<file path="config.mk">
export PLATFORM = sky130hd
export DESIGN_NAME = sertx_top
export DESIGN_NICKNAME = d
export VERILOG_FILES = /design/src/rtl/sertx_pkg.sv /design/src/rtl/sertx_hold.sv /design/src/rtl/sertx_shift.sv /design/src/rtl/sertx_top.sv
export SDC_FILE = /design/constraint.sdc
export NUM_CORES = 1
export LEC_CHECK = 0
export ABC_AREA = 1
export BUFFER_PORTS_ARGS = -buffer_cell sky130_fd_sc_hd__buf_2
export CAP_MARGIN = 20
export CORE_MARGIN = 2
export CORE_UTILIZATION = 55
export DETAILED_ROUTE_END_ITERATION = 8
export HOLD_SLACK_MARGIN = 0.02
export PLACE_DENSITY = 0.76
export SETUP_SLACK_MARGIN = 0.02
export SLEW_MARGIN = 40
export SYNTH_ARGS = -nofsm -noshare
export SYNTH_HDL_FRONTEND = slang
export SYNTH_SLANG_ARGS = --single-unit
</file>
<file path="constraint.sdc">
create_clock -name clk -period 4.65 [get_ports clk]
set_input_delay 0.6975 -clock clk [delete_from_list [all_inputs] [get_ports clk]]
set_output_delay 0.6975 -clock clk [all_outputs]
set_load 0.02 [all_outputs]
</file>
<file path="src/rtl/sertx_pkg.sv">
package sertx_pkg;

    localparam int DATA_W   = 8;
    localparam int MIN_CHAR = 5;

    typedef enum logic [2:0] {
        PH_IDLE,
        PH_START,
        PH_DATA,
        PH_PARITY,
        PH_STOP
    } phase_t;

    // field order mirrors the control word bits 5..0
    typedef struct packed {
        logic       stick;
        logic       even;
        logic       par_en;
        logic       long_stop;
        logic [1:0] len_sel;
    } frame_fmt_t;

    function automatic logic [3:0] char_bits(input logic [1:0] sel);
        return 4'(MIN_CHAR) + {2'b00, sel};
    endfunction

    function automatic logic parity_of(input frame_fmt_t f, input logic [DATA_W-1:0] d);
        logic [DATA_W-1:0] m;
        m = d & DATA_W'((1 << char_bits(f.len_sel)) - 1);
        if (f.stick)
            return !f.even;
        return f.even ? (^m) : ~(^m);
    endfunction

    function automatic int unsigned stop_ticks(input frame_fmt_t f, input int unsigned ovs);
        if (!f.long_stop)
            return ovs;
        if (f.len_sel == 2'b00)
            return ovs + ovs / 2;
        return 2 * ovs;
    endfunction

endpackage

</file>
<file path="src/rtl/sertx_hold.sv">
module sertx_hold
    import sertx_pkg::*;
(
    input  logic              clk,
    input  logic              rst,
    input  logic              wr_en,
    input  logic [DATA_W-1:0] wr_data,
    input  logic              take,
    output logic              full,
    output logic [DATA_W-1:0] data
);

    always_ff @(posedge clk) begin
        if (rst) begin
            full <= 1'b0;
            data <= '0;
        end else if (wr_en) begin
            full <= 1'b1;
            data <= wr_data;
        end else if (take) begin
            full <= 1'b0;
        end
    end

    assert_write_sets_R6: assert property (@(posedge clk) disable iff (rst)
        wr_en |=> (full && data == $past(wr_data)));

    assert_take_needs_full_R6: assert property (@(posedge clk) disable iff (rst)
        take |-> full);

endmodule

</file>
<file path="src/rtl/sertx_shift.sv">
module sertx_shift
    import sertx_pkg::*;
#(
    parameter int OVS = 16
) (
    input  logic              clk,
    input  logic              rst,
    input  logic              tick,
    input  logic              load,
    input  logic [DATA_W-1:0] load_data,
    input  frame_fmt_t        load_fmt,
    output logic              busy,
    output logic              line
);

    localparam int CNT_W = $clog2(2 * OVS);
    localparam int IDX_W = $clog2(DATA_W);

    phase_t            phase;
    logic [CNT_W-1:0]  cnt;
    logic [CNT_W-1:0]  last_cnt;
    logic [IDX_W-1:0]  idx;
    logic [DATA_W-1:0] sreg;
    frame_fmt_t        fmt;
    logic              par_bit;
    logic              bit_done;
    logic              last_data;

    always_comb begin
        last_cnt  = (phase == PH_STOP) ? CNT_W'(stop_ticks(fmt, OVS) - 1) : CNT_W'(OVS - 1);
        bit_done  = tick && (cnt == last_cnt);
        last_data = (4'(idx) == char_bits(fmt.len_sel) - 4'd1);
        busy      = (phase != PH_IDLE);
    end

    always_ff @(posedge clk) begin
        if (rst) begin
            phase   <= PH_IDLE;
            cnt     <= '0;
            idx     <= '0;
            sreg    <= '0;
            fmt     <= '0;
            par_bit <= 1'b0;
        end else if (phase == PH_IDLE) begin
            if (load) begin
                phase   <= PH_START;
                cnt     <= '0;
                idx     <= '0;
                sreg    <= load_data;
                fmt     <= load_fmt;
                par_bit <= parity_of(load_fmt, load_data);
            end
        end else if (tick) begin
            if (!bit_done) begin
                cnt <= cnt + 1'b1;
            end else begin
                cnt <= '0;
                unique case (phase)
                    PH_START: phase <= PH_DATA;
                    PH_DATA: begin
                        sreg <= sreg >> 1;
                        if (last_data)
                            phase <= fmt.par_en ? PH_PARITY : PH_STOP;
                        else
                            idx <= idx + 1'b1;
                    end
                    PH_PARITY: phase <= PH_STOP;
                    default:   phase <= PH_IDLE;
                endcase
            end
        end
    end

    always_comb begin
        unique case (phase)
            PH_START:  line = 1'b0;
            PH_DATA:   line = sreg[0];
            PH_PARITY: line = par_bit;
            default:   line = 1'b1;
        endcase
    end

    assert_stall_without_tick_R9: assert property (@(posedge clk) disable iff (rst)
        (phase != PH_IDLE && !tick) |=> ($stable(phase) && $stable(cnt)));

    assert_fmt_frozen_R8: assert property (@(posedge clk) disable iff (rst)
        (phase != PH_IDLE) |=> (phase == PH_IDLE || $stable(fmt)));

    assert_start_low_R2: assert property (@(posedge clk) disable iff (rst)
        (phase == PH_IDLE && load) |=> !line);

endmodule

</file>
<file path="src/rtl/sertx_top.sv">
module sertx_top
    import sertx_pkg::*;
#(
    parameter int OVS = 16
) (
    input  logic              clk,
    input  logic              rst,
    input  logic              baud_tick,
    input  logic [6:0]        line_ctl,
    input  logic              wr_en,
    input  logic [DATA_W-1:0] wr_data,
    output logic              txd,
    output logic              thr_empty,
    output logic              tx_empty
);

    logic              hold_full;
    logic [DATA_W-1:0] hold_data;
    logic              busy;
    logic              line;
    logic              take;
    frame_fmt_t        fmt_in;

    assign fmt_in = frame_fmt_t'(line_ctl[5:0]);
    assign take   = hold_full && !busy;

    sertx_hold u_hold (
        .clk     (clk),
        .rst     (rst),
        .wr_en   (wr_en),
        .wr_data (wr_data),
        .take    (take),
        .full    (hold_full),
        .data    (hold_data)
    );

    sertx_shift #(.OVS(OVS)) u_shift (
        .clk       (clk),
        .rst       (rst),
        .tick      (baud_tick),
        .load      (take),
        .load_data (hold_data),
        .load_fmt  (fmt_in),
        .busy      (busy),
        .line      (line)
    );

    assign txd       = line_ctl[6] ? 1'b0 : line;
    assign thr_empty = !hold_full;
    assign tx_empty  = !hold_full && !busy;

    assert_idle_high_R1: assert property (@(posedge clk) disable iff (rst)
        (tx_empty && !line_ctl[6]) |-> txd);

    assert_empty_order_R7: assert property (@(posedge clk) disable iff (rst)
        tx_empty |-> thr_empty);

endmodule

</file>
# Yosys cells after proc, flatten, opt, wreduce, memory -nomap -nowiden
# Index checks and enable logic that the tools add are counted.
# totals
regBits,33
latch_bits,0
ram_bits,0
mem_bits_ro,0
inputBits,19
out_inout_bits,3
elab_cells,88
mem_count,0
# classes
add_sub_neg,7
n_mul,0
div_mod_pow,0
n_lt_le_gt_ge,0
n_eq_ne,9
shift,1
n_mux,40
n_bitwise,2
reduce_logical,19
# ops
cell,count
$mux 5,9
$mux 8,5
$mux 3,12
$mux 1,12
$pmux 3 s3,1
$add 3x2->4 const A,2
$and 8x8->8,1
$reduce_and 4->1,2
$reduce_bool 2->1,4
$reduce_xor 8->1,1
$shl 1x4->8 const A,1
$sub 8x2->8 const B,1
$eq 3x2->1 const B,2
$add 5x1->5 const B,1
$eq 5x5->1,1
$reduce_and 5->1,1
$sub 5x1->5 const B,1
$eq 3x4->1,1
$ne 2x2->1 const B,2
$reduce_and 2->1,2
$sub 4x1->4 const B,1
$add 3x1->3 const B,1
$eq 3x1->1 const B,1
$eq 3x3->1 const B,1
other kinds (8),12

# Logic depth before layout (Yosys ltp)
# Gate-level depths: netlist of the first run.
# logic_depth
depth_word,12
depth_mapped,12
ltp_nobuf,11

# Modules after synthesis
# Synthesis of the first run repeated with hierarchy kept, for this count alone.
# hier_totals
hier_cells,247
area_unflattened_um2,1696.6
# modules_own_cells
module,instances,cells_per_inst,area_per_inst_um2,seq_area_each_um2
sertx_shift,1,204,1371.3,480.5
sertx_hold,1,38,304.0,180.2
sertx_top,1,5,21.3,0.0

# Worst setup path after synthesis of the first run
# No wires, ideal clock.
# synth_path
path_type,reg2out
from,register u_shift.phase[0]
to,output tx_empty
t_arrival_ps,1232
required_ps,3953
path_slack_ps,2720
path_stages_with_launch,7
n_path_buf,1
cell_sequence,dfxtp_1 > nor2_4 > inv_2 > nor2_4 > inv_2 > clkbuf_1 > nor2_1
# synth_between
elab_chain_len,3
# synth_lines
item,line,rtl
start: declaration,sertx_shift.sv:19,phase_t phase;
start signal: assignment,sertx_shift.sv:63,phase <= fmt.par_en ? PH_PARITY : PH_STOP;
$reduce_bool 3->1,sertx_shift.sv:33,busy = (phase != PH_IDLE);
$logic_not 1->1,sertx_top.sv:50,assign tx_empty = !hold_full && !busy;
$logic_and 1x1->1,sertx_top.sv:50,
end: declaration,sertx_top.sv:14,output logic tx_empty
# Every way passes these cells.

# Worst setup path in the final report of the first run
# Ends and elaborated chain as after synthesis.

==> metrics.txt, run 1 <==
H-Tree Depth 2; number of synthesized flops with an enable pin 0; DR vias/cell 5.189; most frequent cells in the layout nand2_1 (56), dfxtp_1 (33), nor2_1 (27); maximum fanout along the worst path 18; Ports 22; Post-CTS Resized 0; worst rel slew slack 0.6116; Worst EP required between 3000 and 4000 ps; # DRC 0; Final Setup Violations 0; Worst Tran Pin Value between 500 and 600 ps; reg2reg path depth 9; vias in the first global route 1260; Peak VDD IR 0.2525 mV; Layout area overhead 8.437%; Routed Antenna Nets 0; synth top area cells dfxtp_1 (39%), nand2_1 (12%), o21ai_0 (6.7%); Die ar. ~3600 um2; largest area contributor in the netlist dfxtp_1; overflow left after global routing 0; status complete, no violations; Max Cap Violations 0; TNS Setup 0 ps; Setup Buffers After CTS 0; Inst Count DP about 290; ratio of final minimum period to clock period 0.4881; FF+latch count, synth 33; TritonCTS clock tree built; placed cell area roughly 1800 um2; TritonCTS Sinks 33; Util after Layout 0.6158; Crit Path Category reg -> out; DRT Wirelength about 3.3 mm; critical-path cell list nor2_4, inv_2, nor2_4, inv_2, nor2_1, buf_2; clock latency on the worst-skew pair around 340 ps; drt wl/cell roughly 11 um; Worst Hold Class reg -> reg; Hold Path Stages 2; first-pass GRT wire length roughly 5.5 mm; Synth cell types 27; Critical Path Max Stage Delay 370 ps; gr usage total 0.2089; largest net degree at the start of global routing 22; share of layout cells above drive strength 1 0.1493; share of Yosys cell area claimed by the top area cell type 0.3874; LEAKAGE roughly 0.83 nW; Die X 59.69 um; syn_nets 269; most common cell after layout, fill and taps aside nand2_1; initial antenna violation count 0; Die Span Y about 60 um; Reg2Reg Setup Slack roughly 2800 ps; gpl congestion approximately 0.86; critical path arrival about 1600 ps; family with the most delay on the worst path simple AND/OR/NAND/NOR gates; Worst-path clk slew 100 ps; RSZ-0062 raised after global routing no; RR Endpoint u_shift.sreg[0]; cts bufs inserted 5; Critical R2R Launch u_shift.phase[0]; Max Slew Vio Count 0; total number of yosys warnings 0; Mapped Cells between 200 and 250; commonest register cell after synthesis dfxtp_1; Post-Layout Cell Count 301; clk_skew 12.61 ps; placed wire-length estimate approximately 2.5 mm; Hold Fails Final Rpt 0; critical path endpoint category output pin; DRT Pass-1 Iters 4; Finished Cell Area 1849 um2; area of the mapped netlist 1705 um2; # hold bufs at CTS 0; WP buf/inv 3; Period minus WS final about 2300 ps; Worst Hold Path EP u_shift.sreg[5]; row count 20; Power Dens Cells between 500 and 600 nW/um2; CTS Buffer Depth 2; asr flop ratio synth 0; CP max-delay cell dfxtp_1; min-delay src u_shift.sreg[5]; sequential share of the synthesized area 0.3874; vias between 1500 and 2000; Initial Util 0.5679; syn_area_per_cell just under 7 um2; CORE AREA between 3000 and 4000 um2; drt first-iter violations slightly below 80; Net count, final between 200 and 300; # port buffers 21; CP Launch Type register; ant diodes 0; CTS root buf clkbuf_4; Fmax 440.6 MHz; Hold Slack ~470 ps
[stage by stage]
stage	power, W	setup WS (ps)
floorplan	0.0008570	2720
detailed placement	0.0009274	2659
CTS	0.001088	2366
global route	0.001174	2285
global placement	0.0009204	2743
finish	0.001081	2380
[layer usage]
layer	vias to the layer above	GRT usage	part of all wire
met3	4	0.07143	0.035
li1	850	-	-
met5	-	0	0
met1	683	0.2668	0.50
met4	0	0.08571	0.011
met2	25	0.3214	0.46
[power by group]
part / switching (W) / leakage [nW] / internal, W
combinational: 0.000373 / 0.531 / 0.000164
clock: 0.0000952 / 0.0320 / 0.0000575
sequential: 0.0000509 / 0.270 / 0.000340
total: 0.000519 / 0.834 / 0.000562
[tightest hold or removal path: stages (launching register included)]
cell	delay [ps]
dfxtp_1	320
nand2_1	60
a21oi_1	50
[cells by family after synthesis]
logic type	after synthesis	share of synthesized area
AO/OA/AOI/OAI	55	0.1695
XOR/XNOR	8	0.04108
adder cells (fa/ha/maj)	2	0.01467
buffers and inverters	38	0.09537
flip-flops	33	0.3874
AND/OR/NAND/NOR	112	0.2920
[how the worst max path moves through the flow]
stage	start	to	slack, ps	depth (start not counted)
global route	u_shift.phase[0]	tx_empty	2280	6
CTS	u_shift.phase[0]	tx_empty	2370	6
finish	u_shift.phase[0]	tx_empty	2380	6
global placement	baud_tick	u_shift.sreg[0]	2740	10
floorplan	u_shift.phase[0]	tx_empty	2720	6
detailed placement	baud_tick	u_shift.sreg[0]	2660	10
[state kept, by name, summed over array words and instances (netlist names)]
name and cells:
u_shift.phase 3, u_hold.full 1, u_shift.fmt 4, u_hold.data 8, u_shift.idx 3, u_shift.par_bit 1
u_shift.sreg 8, u_shift.cnt 5
[layout make-up]
cell class | count | area (um2)
fillers | 324 | 1154
multi-input cells | 177 | 882.1
flip-flops and latches | 33 | 660.6
inverters | 29 | 108.9
repair buffers | 21 | 105.1
clock buffers | 6 | 41.29
well taps | 33 | 41.29
clock inverters | 2 | 10.01
[cells in the mapped netlist (2+ instances only)]
library cell and count:
nand2_1 56, dfxtp_1 33, nor2_1 27, inv_1 25, o21ai_0 23, a21oi_1 22, nand4_1 11, nand3_1 10
a31oi_1 4, clkbuf_1 4, inv_2 4, xnor2_1 4, xor2_1 4, nand2_2 3, buf_6 2, ha_1 2
nor2_4 2, o211ai_1 2, o21ai_1 2
Note: power is estimated with default switching activity, not from simulation.
==> inputs of run 2 (changes only) <==
==> constraint.sdc (replaced) <==
create_clock -name clk -period 2.2 [get_ports clk]
set_input_delay 0.33 -clock clk [delete_from_list [all_inputs] [get_ports clk]]
set_output_delay 0.33 -clock clk [all_outputs]
set_load 0.02 [all_outputs]
==> run 2 against run 1 <==
  * Setup slack worse by 2100 ps
  * Critical path type is now reg -> reg
  * Sequential share of layout area fell by 0.78 points
  * Highest routed layer unchanged
  * Cell count increased by 0.33%
  * Critical endpoint is now u_shift.sreg[6]
  * Flip-flop and latch count did not move
  * Global-route usage is 0.81 points higher
  * Clock power rose to 3.1 times the previous value
  * Clock-buffer cell count grew 1
  * Die area unchanged
  * Via count rose by 0.96%
  * Non-clock buffer count up 1
  * First-iteration DRC count increased by 3.8%
==> metrics.txt, run 2 (same netlist as run 1, synthesis figures left out) <==
status complete, no violations; Critical Path Max Stage Delay 440 ps; gr usage total 0.2170; Die Span Y 59.69 um; most frequent cells in the layout nand2_1 (56), dfxtp_1 (33), nor2_1 (27); Fmax 521.7 MHz; DR vias/cell roughly 5.2; drt wl/cell 11.25 um; Hold Fails Final Rpt 0; initial antenna violation count 0; sw power 0.001098 W; Int Pwr about 0.0013 W; critical path endpoint category register; first-pass GRT wire length 5.816 mm; Clk pwr share 0.195; Period minus WS final between 1500 and 2000 ps; Routed Antenna Nets 0; cts bufs inserted 5; sequential share of power 0.337; Worst Tran Pin Value ~480 ps; Sw Ratio 0.4506; Inst Count DP between 200 and 300; CP Launch Type register; # hold bufs at CTS 0; Worst Hold Class in -> reg; Peak VDD IR 0.5763 mV; clock latency on the worst-skew pair ~340 ps; share of layout cells above drive strength 1 0.1524; ratio of final minimum period to clock period 0.8712; DRT Pass-1 Iters 4; RSZ-0062 raised after global routing no; # DRC 0; CORE AREA ~3000 um2; Levels on crit path 9; Net count, final 289; Die X approximately 60 um; row count 20; combinational share of power 0.467; Setup Buffers After CTS 0; Ports 22; largest net degree at the start of global routing 21; most common cell after layout, fill and taps aside nand2_1; drt first-iter violations between 80 and 90; Max Cap Violations 0; CTS root buf clkbuf_4; CTS Buffer Depth 2; Worst EP required around 2400 ps; TNS Setup 0 ps; WP buf/inv 2; LEAKAGE approximately 0.85 nW; final setup margin 283.3 ps; clk_skew around 8.6 ps; Reg2Reg Setup Slack about 280 ps; Post-CTS Resized 0; DRT Wirelength between 3 and 4 mm; maximum fanout along the worst path 20; biggest regs u_hold.data (8), u_shift.sreg (8), u_shift.cnt (5); H-Tree Depth 2; gpl congestion 0.8727; Power Dens Cells around 1300 nW/um2; ant diodes 0; Max Slew Vio Count 0; vias in the first global route between 1000 and 1500; Worst-path clk slew ~100 ps; Util after Layout 0.6296; reg2reg path depth 9; critical path arrival 2160 ps; CP max-delay cell dfxtp_1; Post-Layout Cell Count approximately 300; TritonCTS clock tree built; family with the most delay on the worst path simple AND/OR/NAND/NOR gates; critical-path cell list nor2_4, inv_2, nor2_4, inv_2, nand2_1, nand2_2, nand3_2, nor2_1, nor2_1; Die ar. roughly 3600 um2; Initial Util 0.5679; vias about 1600; Hold Path Stages 3; overflow left after global routing 0; TritonCTS Sinks 33; DP Worst Slack roughly 320 ps; Crit Path Category reg -> reg; Final Setup Violations 0; placed wire-length estimate about 2.5 mm; Layout area overhead 10.86%; worst rel slew slack 0.6776; # port buffers 21
==> run 2: changes by cell type in the layout (fill, tap and decap cells not counted) <==
| cell | previous run | this run |
|---|---|---|
| clkinv_2 | 2 | 0 |
| clkbuf_8 | 0 | 1 |
| bufinv_16 | 0 | 1 |
| buf_4 | 0 | 1 |
==> run 2: tightest hold or removal path: stages <==
cell    delay [ps]
buf_2           70
nor2_1          30
nor2_1          80
==> run 2: layer usage <==
| layer | GRT usage | up-vias | share of wire | wire (um) |
|---|---|---|---|---|
| li1 | - | 851 | - | - |
| met4 | 0.06667 | 0 | 0.017 | 57 |
| met1 | 0.2911 | 684 | 0.48 | 1640 |
| met2 | 0.3354 | 36 | 0.45 | 1541 |
| met3 | 0.06494 | 6 | 0.047 | 158 |
| met5 | 0 | - | 0 | 0 |
==> run 2: path summary, 6_finish.rpt <==
kind,from,to
min,wr_data[5],u_hold.data[5]
max reg2reg,u_shift.phase[0],u_shift.sreg[6]
min reg2reg,u_shift.sreg[5],u_shift.sreg[5]
max,u_shift.phase[0],u_shift.sreg[6]
==> run 2: stage by stage <==
stage	power [W]	instance area [um2]	hold WS [ps]
after global routing	0.002661	1891	228.1
after floorplan	0.001811	1705	439.2
after detailed placement	0.001966	1805	458.4
final	0.002437	1891	208.7
after CTS	0.002439	1891	199.6
after global placement	0.001944	1805	448.1
==> run 2: power groups by stage <==
stage	logic, W	registers (W)	clock network [W]
floorplan	0.000997	0.000814	0
detailed placement	0.00113	0.000836	0
CTS	0.00113	0.000822	0.000484
global route	0.00131	0.000841	0.000511
global placement	0.00111	0.000835	0
finish	0.00114	0.000822	0.000476
==> run 2: area by class of cell <==
cell class	count	area [um2]
Clock buffer	7	55.05
Clock inverter	1	30.03
Fill cell	283	1112
Inverter	29	108.9
Multi-Input combinational cell	177	882.1
Sequential cell	33	660.6
Tap cell	33	41.29
Timing Repair Buffer	22	112.6
==> inputs of run 3 (changes only) <==
--- a/config.mk
+++ b/config.mk
@@ -9,10 +9,10 @@
 export BUFFER_PORTS_ARGS = -buffer_cell sky130_fd_sc_hd__buf_2
 export CAP_MARGIN = 20
 export CORE_MARGIN = 2
-export CORE_UTILIZATION = 55
+export CORE_UTILIZATION = 51
 export DETAILED_ROUTE_END_ITERATION = 8
 export HOLD_SLACK_MARGIN = 0.02
-export PLACE_DENSITY = 0.76
+export PLACE_DENSITY = 0.75
 export SETUP_SLACK_MARGIN = 0.02
 export SLEW_MARGIN = 40
 export SYNTH_ARGS = -nofsm -noshare
==> constraint.sdc (replaced) <==
create_clock -name clk -period 1.6 [get_ports clk]
set_input_delay 0.24 -clock clk [delete_from_list [all_inputs] [get_ports clk]]
set_output_delay 0.24 -clock clk [all_outputs]
set_load 0.02 [all_outputs]
==> run 3 against run 2 <==
  * The run now ends with negative setup slack left
  * Global-route usage up 1.1 points
  * First-iteration DRC count up 4.9%
  * Wire length rose by 25%
  * Largest cell class unchanged
  * Critical path type is now reg -> out
  * Clock skew rose by 11 ps
==> metrics.txt, run 3 (same netlist as run 1, synthesis figures left out) <==
LEAKAGE 0.9655 nW; Post-Layout Cell Count 332; Max Cap Violations 0; Net count, final 308; placed cell area roughly 1900 um2; H-Tree Depth 2; Final Setup Violations 10; Die ar. 3822 um2; critical path arrival 1420 ps; CORE AREA between 3000 and 4000 um2; Hold Fails Final Rpt 0; DRT Pass-1 Iters 4; biggest regs u_hold.data (8), u_shift.sreg (8), u_shift.cnt (5); WP buf/inv 4; CP max-delay cell dfxtp_2; Peak VDD IR ~0.84 mV; total power approximately 0.0044 W; DRT Wirelength about 4.2 mm; Worst Tran Pin Value roughly 520 ps; Period minus WS final between 1500 and 2000 ps; cts bufs inserted 5; # DRC 0; Layout area overhead 28.76%; ant diodes 0; Worst EP required around 1400 ps; Clk pwr share 0.105; combinational share of power 0.630; family with the most delay on the worst path buffers and inverters; maximum fanout along the worst path 4; Initial Util 0.5452; most common cell after layout, fill and taps aside nand2_1; row count 20; Worst Hold Class in -> reg; most frequent cells in the layout nand2_1 (50), dfxtp_1 (28), nor2_1 (24); Power Dens Cells 1991 nW/um2; Crit Path Category reg -> out; gr usage total 0.2281; clk_skew just under 20 ps; drt wl/cell roughly 13 um; Hold Slack around 110 ps; failing checks negative setup slack; status complete, but fails checks; Die X between 60 and 70 um; CP Launch Type register; vias around 1800; # hold bufs at CTS 0; Die Span Y 61.83 um; worst rel slew slack 0.6505; initial antenna violation count 0; overflow left after global routing 0; ratio of final minimum period to clock period 1.038; CTS Buffer Depth 2; # port buffers 21; gpl congestion just over 0.8; Worst-path clk slew about 110 ps; Fmax approximately 600 MHz; Routed Antenna Nets 0; critical path endpoint category output pin; Ports 22; DR vias/cell approximately 5.3; Inst Count DP between 300 and 400; first-pass GRT wire length around 6.3 mm; largest net degree at the start of global routing 16; Util after Layout 0.7020; CTS root buf clkbuf_4; TritonCTS clock tree built; final setup margin -60.75 ps; sequential share of power 0.265; clock latency on the worst-skew pair between 300 and 400 ps; placed wire-length estimate ~2.7 mm; Finished Cell Area about 2200 um2; Max Slew Vio Count 0; TritonCTS Sinks 33; Critical Path Max Stage Delay between 300 and 400 ps; Int Pwr 0.002310 W; drt first-iter violations 86; share of layout cells above drive strength 1 0.2813; Most Frequent Cell on Critical Path nor2_4; Sw Ratio 0.4716; RSZ-0062 raised after global routing yes; Reg2Reg Setup Slack -50 ps; vias in the first global route 1489; critical-path cell list buf_4, nor2_4, inv_2, buf_8, nor2_4, buf_6; sw power around 0.002 W
## run 3: cell types whose count changed in the layout (fill, tap and decap cells not counted), sizes merged
cell / delta
clkbuf: -1
bufinv: -1
buf: +17
nand3: +1
clkinv: +2
nand2: +1
## run 3: area by class of cell
class,instances,area (um2)
multi-input cells,179,1022
fillers,276,932.1
flip-flops and latches,33,671.9
repair buffers,39,284.0
inverters,29,111.4
well taps,44,55.05
clock buffers,6,41.29
clock inverters,2,10.01
## run 3: power by group through the flow
stage | logic (W) | clock network (W) | registers (W)
after global routing | 0.00297 | 0.000500 | 0.00118
after CTS | 0.00213 | 0.000462 | 0.00113
final | 0.00275 | 0.000459 | 0.00116
after global placement | 0.00182 | 0 | 0.00113
after detailed placement | 0.00184 | 0 | 0.00113
after floorplan | 0.00137 | 0 | 0.00112
## run 3: through the flow
stage	setup slack, ps	setup TNS (ps)
floorplan	127.7	0
global placement	67.22	0
detailed placement	19.83	0
CTS	-6.147	-6.147
global route	-172.8	-2360
finish	-60.75	-339.4
## run 3: path summary, 6_finish.rpt
| kind | startpoint | endpoint | cells past startpoint |
|---|---|---|---|
| worst max-delay path | u_shift.phase[2] | tx_empty | 6 |
| worst min-delay path | wr_data[7] | u_hold.data[7] | 3 |
| worst max register to register | u_shift.phase[0] | u_shift.idx[2] | 10 |
| worst min register to register | u_shift.sreg[7] | u_shift.sreg[7] | 2 |
## run 3: layer usage
layer	vias to the layer above	share of wire	track usage
met3	15	0.059	0.06832
met1	796	0.43	0.2753
li1	896	-	-
met4	0	0.028	0.1033
met5	-	0	0
met2	54	0.48	0.3744
## run 3: repair_timing
action	CTS	global route
endpoints found under the setup margin	5	21
pin swaps	3	13
setup buffers	4	3
resized for setup	13	31
gates cloned	0	2
endpoints found under the hold margin	0	0
## run 3: tightest hold or removal path, cell delays in order
cell,delay [ps]
buf_2,70
nor2_1,30
nor2_1,80
